[src/rtl/chain_adc_port.sv]
module chain_adc_port #(
  parameter int DATA_W      = 16,
  parameter int CONV_CYCLES = 12
) (
  input  logic              clk,
  input  logic              rst_n,
  input  logic              cnv_i,
  input  logic              sck_i,
  input  logic              sdi_i,
  input  logic [DATA_W-1:0] sample_i,
  output logic              sdo_o
);

  localparam int CW = (CONV_CYCLES > 2) ? $clog2(CONV_CYCLES) : 1;
  localparam logic [CW-1:0] CNT_LAST = CW'(CONV_CYCLES - 1);

  typedef enum logic [1:0] {ST_IDLE, ST_CONV, ST_READ} state_t;

  state_t            state;
  logic [CW-1:0]     cnt;
  logic [DATA_W-1:0] cap_q;
  logic [DATA_W-1:0] shreg;
  logic              cnv_q, sck_q;

  wire cnv_rise = cnv_i && !cnv_q;
  wire sck_fall = sck_q && !sck_i;
  wire conv_end = (state == ST_CONV) && (cnt == CNT_LAST);

  always_ff @(posedge clk) begin
    if (!rst_n) begin
      cnv_q <= 1'b0;
      sck_q <= 1'b0;
    end else begin
      cnv_q <= cnv_i;
      sck_q <= sck_i;
    end
  end

  always_ff @(posedge clk) begin
    if (!rst_n) begin
      state <= ST_IDLE;
      cnt   <= '0;
      cap_q <= '0;
      shreg <= '0;
    end else if (!cnv_i) begin
      state <= ST_IDLE;
      cnt   <= '0;
    end else begin
      case (state)
        ST_IDLE: if (cnv_rise && !sck_i) begin
          state <= ST_CONV;
          cnt   <= '0;
          cap_q <= sample_i;
        end
        ST_CONV: begin
          if (conv_end) begin
            state <= ST_READ;
            shreg <= cap_q;
          end else begin
            cnt <= cnt + 1'b1;
          end
        end
        ST_READ: if (sck_fall) shreg <= {shreg[DATA_W-2:0], sdi_i};
        default: state <= ST_IDLE;
      endcase
    end
  end

  assign sdo_o = (state == ST_READ) ? shreg[DATA_W-1] : 1'b0;

  assert_idle_low_R7: assert property (@(posedge clk) disable iff (!rst_n)
    (!cnv_q && !cnv_i) |-> !sdo_o);

  assert_abort_R7: assert property (@(posedge clk) disable iff (!rst_n)
    !cnv_i |=> state == ST_IDLE);

  assert_start_R2: assert property (@(posedge clk) disable iff (!rst_n)
    (state == ST_IDLE && cnv_rise && !sck_i) |=> (state == ST_CONV && cnt == '0));

  assert_no_start_R2: assert property (@(posedge clk) disable iff (!rst_n)
    (state == ST_IDLE && sck_i) |=> state == ST_IDLE);

  assert_conv_hold_R3: assert property (@(posedge clk) disable iff (!rst_n)
    (state == ST_CONV && cnt != CNT_LAST && cnv_i) |=> (state == ST_CONV && !sdo_o));

  assert_load_msb_R3: assert property (@(posedge clk) disable iff (!rst_n)
    (conv_end && cnv_i) |=> (state == ST_READ && sdo_o == $past(cap_q[DATA_W-1])));

  assert_hold_no_edge_R8: assert property (@(posedge clk) disable iff (!rst_n)
    (state == ST_READ && cnv_i && !sck_fall) |=> $stable(shreg));

  assert_shift_in_R5: assert property (@(posedge clk) disable iff (!rst_n)
    (state == ST_READ && cnv_i && sck_fall) |=> shreg[0] == $past(sdi_i));

endmodule

[config.mk]
export PLATFORM = sky130hd
export DESIGN_NAME = chain_adc_port
export DESIGN_NICKNAME = d
export VERILOG_FILES = /design/src/rtl/chain_adc_port.sv
export SDC_FILE = /design/constraint.sdc
export NUM_CORES = 1
export LEC_CHECK = 0
export ABC_AREA = 1
export BUFFER_PORTS_ARGS = -buffer_cell sky130_fd_sc_hd__buf_2
export CORE_ASPECT_RATIO = 1.25
export CORE_MARGIN = 1.5
export CORE_UTILIZATION = 50
export DETAILED_ROUTE_END_ITERATION = 10
export GPL_TIMING_DRIVEN = 1
export PLACE_DENSITY_LB_ADDON = 0.08
export SYNTH_ARGS = -nofsm -noshare
export SYNTH_HDL_FRONTEND = slang
export SYNTH_SLANG_ARGS = --single-unit
[constraint.sdc]
create_clock -name clk -period 1.9 [get_ports clk]
set_input_delay 0.19 -clock clk [delete_from_list [all_inputs] [get_ports clk]]
set_output_delay 0.19 -clock clk [all_outputs]
set_load 0.1 [all_outputs]
---- Word-level counts from Yosys, hierarchy flattened ----
Cells that the tools add are included.
W data, S select, Z words.
storage, ports and cells
  input port bits ......................... 21
  output and inout port bits .............. 1
  register bits after elaboration ......... 40
  logic and storage cells ................. 39
cells by class
  equality and inequality tests ........... 7
  bitwise operators ....................... 1
  reduce and logical (&&, ||, !) cells .... 14
  muxes and demuxes ....................... 10
  $add $sub $neg .......................... 1
operator list
  operator               number
  $mux W16               2
  $pmux W16 S2           1
  $reduce_and A3 Y1      3
  $mux W4                2
  $ne A2 B2 Y1 const B   4
  $pmux W4 S2            1
  $pmux W2 S3            1
  $add A4 B1 Y4 const B  1
  $eq A4 B4 Y1 const B   1
  $logic_and A1 B1 Y1    4
  $mux W2                2
  $reduce_and A4 Y1      1
  $reduce_bool A2 Y1     2
  $eq A2 B1 Y1 const B   1
  $eq A2 B2 Y1 const B   1
  $logic_not A1 Y1       2
  $logic_not A2 Y1       1
  $reduce_and A2 Y1      1
  $mux W1                1
  $not A1 Y1             1

---- Longest topological paths before layout ----
  word-level depth ........................ 5
  depth in mapped cells ................... 10
  depth with buffers taken out ............ 8

---- Least setup slack after synthesis ----
No wires, ideal clock.
  path type ............................... register to output
  from .................................... register state[0]
  to ...................................... output port sdo_o
  data arrival time ....................... 1,978 ps
  cell stages (with the launch flop) ...... 5
  path buffers ............................ 1
  required time ........................... 1,710 ps
  setup slack ............................. -268 ps
  cells stage by stage .................... dfxtp_1 -> inv_2 -> nand2_4 -> buf_2 -> nor2_1
on the way
  word-level cells in the longest chain between the ends .. 2
ends and longest elaborated chain
  what                    RTL line  text
  from (decl)             19        state_t state;
  from (signal assigned)  41        state <= ST_IDLE;
  from (signal assigned)  46        state <= ST_IDLE;
  from (signal assigned)  51        state <= ST_CONV;
  $eq A2 B2 Y1            69        assign sdo_o = (state == ST_READ) ? shreg[DATA_W-1] : 1'b0;
  $mux W1                 69
  to (decl)               11        output logic sdo_o
Every way passes these cells.

---- Worst setup path in the final report ----
Same ends and word-level chain as after synthesis.

==> results.txt <==
* Critical hold path startpoint: sck_i
- The longest clock path from root to sink contains 2 buffers.
- Classification of the worst-slack hold path: primary input to flop
- Across every metal layer, demand over resource in global routing totals 0.213.
- Largest fanout of any net on the critical path: 17
- The HPWL after detailed placement is 2480 um.
* Launch instance of the worst register-to-register path: cnt[0]
- RSZ-0062 raised after global routing: false
* Overall via count from detail_route: 1694
* Final TNS setup: 0 ns
* Part of the power in registers: 0.549
- After layout, the design draws a total of 1.62 mW.
* Outcome: finished clean
- Number of placement rows: 24
* Number of cells on the worst reg-to-reg path: 7
- Summed over all layers, the routed wires come to 3710 um.
* Critical path data arrival time: 1.54 ns
* Post-synthesis register bit count: 40
* Share of post-route cells with drive strength above 1: 0.142
* Wire length of the first global-routing pass: 6870 um
* Classification of the worst setup path: flop to output pin
- At the end of the flow, the number of nets in the layout was 331.
- Post-CTS setup buffers: 0
- Counting every net in the synthesized netlist gives 310.
- Latest clock arrival within the worst-skew pair: 0.29 ns
- During synthesis, Yosys emitted a total of 0 warnings.
* Total I/O pin count: 22
- Max-cap viol count: 0
* Layer with the highest usage after global routing: met2
* Count of cell instances traversed by the critical path: 5
* Worst vdd rail ir drop: 0.000394 V
- Crit-path leading delay family: buffers and inverters
- For the worst setup path, the data required time is 1.71 ns.
* Antenna violations before repair: 0
- Level count of the clock H-tree: 2
- The smallest clock period supported by the final layout is computed as 1.73 ns.
- Final worst-path cycle share: 0.909
- On the final layout, the worst clock skew is 0.00525 ns.
* Share of power burned in the clock network: 0.358
- Traced cell by cell, the critical path runs through inv_2, nand2_4, buf_4, nor2_2, buf_12.
- The total count of max-transition violations in the final report was 0.
- IO Port Bufs: 21
- The total area inside the core boundary comes to 0.00354 mm2.
- M1 GR Usage: 0.255
- Total Die Area: 0.00416 mm2
- Total buffers and inverters traversed by the critical path: 3
- The critical path starts at state[0].
- Clock-pin slew was measured on the worst setup and hold paths at 0.07 ns.
- The worst setup path is captured at an output pin.
- Clock tree root driver cell: sky130_fd_sc_hd__clkbuf_8
- Sinks on Clock Net: 40
- Count of cells along the worst hold path: 3
- Power per cell area: 762 mW/mm2
* First-iteration detailed-routing DRC count: 56
* Maximum clock frequency: 579 MHz
- After detailed routing, the average wire length per cell comes to 10.6 um.
* Per-instance average area after synthesis: 6.56 um2
- Die boundary width: 58 um
* Normalized max-slew margin: 0.743
- Switching share of total power: 0.243
- Count of hold-fix buffers inserted at cts: 0
- Final setup violation count: 0
* Min Hold Slack: 0.127 ns
- TritonCTS created 5 clock buffers.
- In this run the power spent charging and discharging nets is 394 uW.
* Number of iterations in the first detailed-routing pass: 6
- Antenna-violating nets left: 0
- Area growth from synthesis to final layout: 12.6%
- Initial standard-cell utilization of the core: 0.534
- Worst Setup Start Kind: flop
- Routability-driven placement finished with a final weighted congestion of 0.837.
* Met2 usage in global routing: 0.359
- In this design, the stage delay of the slowest critical-path cell is 0.36 ns.
- The via count of the first global-routing pass is 1615.
* Met3 Track Usage GR: 0.0560
- DRC Markers: 0
- Dividing the detail-routed via count by the number of cells gives 4.85.
- The share of the Yosys chip area taken by registers is 0.424.
- DIE HEIGHT: 71.8 um
- Number of distinct library cells after synthesis: 18
- GRT overflow: 0
- Of the total power, combinational logic draws 0.093.
- 0 antenna diodes ended up in the layout.
- In this run, post-CTS repair resized a total of 0 instances.
- Leakage power: 0.953 nW
- After technology mapping, the gate count stands at 288.
- CTS tree: built
* Hold violation count in the final report: 0
* Mapped cell area: 0.00189 mm2
- The internal portion of the total power is 1.23 mW.
* Least-Margin Pin Slew: 0.384 ns
- Entering global routing, the biggest net connects 35 pins.
- Slowest stage cell on the critical path: sky130_fd_sc_hd__dfxtp_1
cell type report:
class                   instances  area (um2)
repair buffers                 28         173
well taps                      39        48.8
inverters                      46         173
flip-flops and latches         40         801
multi-input cells             188         845
fillers                       369        1410
clock buffers                   8        90.1
metal layers:
layer,share of wire,up-vias
met5,0,-
met1,0.47,729
met3,0.040,6
li1,-,922
met4,0.017,0
met2,0.47,37
sequential cells by signal (all words and copies together), names as in the netlist:
name	flops
cap_q	16
cnt	4
cnv_q	1
sck_q	1
shreg	16
state	2
Yosys cell counts (all sizes together):
master | number | area (um2)
ha | 1 | 12.5
buf | 9 | 56.3
clkbuf | 5 | 18.8
nand3 | 36 | 180
dfxtp | 40 | 801
nand2 | 64 | 260
inv | 46 | 173
nor2 | 49 | 191
o21ai | 19 | 98.9
xnor2 | 1 | 8.76
a21oi | 18 | 90.1
kinds of logic after synthesis:
family / share of synthesized area
AO/OA/AOI/OAI: 0.0999
XOR/XNOR: 0.00463
adder cells (fa/ha/maj): 0.00662
buffers and inverters: 0.131
flip-flops: 0.424
AND/OR/NAND/NOR: 0.334
final timing paths:
path / end / slack, ns
hold reg to reg: cap_q[4] / 0.44
hold / removal: sck_q / 0.13
setup / recovery: sdo_o / 0.17
setup reg to reg: shreg[9] / 0.39
stage by stage:
| stage | area [um2] | utilization | instances | setup WS [ns] |
|---|---|---|---|---|
| after floorplan | 1890 | - | 288 | 0.198 |
| after global placement | 2040 | 0.576 | 341 | 0.446 |
| after detailed placement | 2040 | 0.576 | 341 | 0.383 |
| after CTS | 2130 | 0.601 | 349 | 0.157 |
| after global routing | 2130 | 0.601 | 349 | 0.0513 |
| final | 2130 | 0.601 | 349 | 0.174 |
cell usage in the layout (no fill, tap or decap):
master,instances
sky130_fd_sc_hd__a21oi_1,18
sky130_fd_sc_hd__buf_12,1
sky130_fd_sc_hd__buf_2,20
sky130_fd_sc_hd__buf_4,7
sky130_fd_sc_hd__clkbuf_1,2
sky130_fd_sc_hd__clkbuf_8,6
sky130_fd_sc_hd__dfxtp_1,40
sky130_fd_sc_hd__ha_1,1
sky130_fd_sc_hd__inv_1,43
sky130_fd_sc_hd__inv_2,3
sky130_fd_sc_hd__nand2_1,60
sky130_fd_sc_hd__nand2_2,2
sky130_fd_sc_hd__nand2_4,2
sky130_fd_sc_hd__nand3_1,36
sky130_fd_sc_hd__nor2_1,47
sky130_fd_sc_hd__nor2_2,1
sky130_fd_sc_hd__nor2_4,1
sky130_fd_sc_hd__o21ai_0,18
sky130_fd_sc_hd__o21ai_2,1
sky130_fd_sc_hd__xnor2_1,1
worst reg2reg max path, stage by stage, from the launching register on:
cell and delay [ns]:
sky130_fd_sc_hd__dfxtp_1 0.37, sky130_fd_sc_hd__ha_1 0.20, sky130_fd_sc_hd__nand3_1 0.15, sky130_fd_sc_hd__nand2_2 0.13, sky130_fd_sc_hd__nand2_2 0.07, sky130_fd_sc_hd__nor2_4 0.33, sky130_fd_sc_hd__nor2_1 0.09, sky130_fd_sc_hd__nor2_1 0.12
power groups by stage:
stage                     Sequential (mW)  Combinational (mW)  Clock (mW)
after floorplan                     0.906               0.110           0
after global placement              0.910               0.150           0
after detailed placement            0.911               0.152           0
after CTS                           0.891               0.153       0.601
after global routing                0.895               0.181       0.638
final                               0.891               0.151       0.582
(Power assumes the default switching activity.)
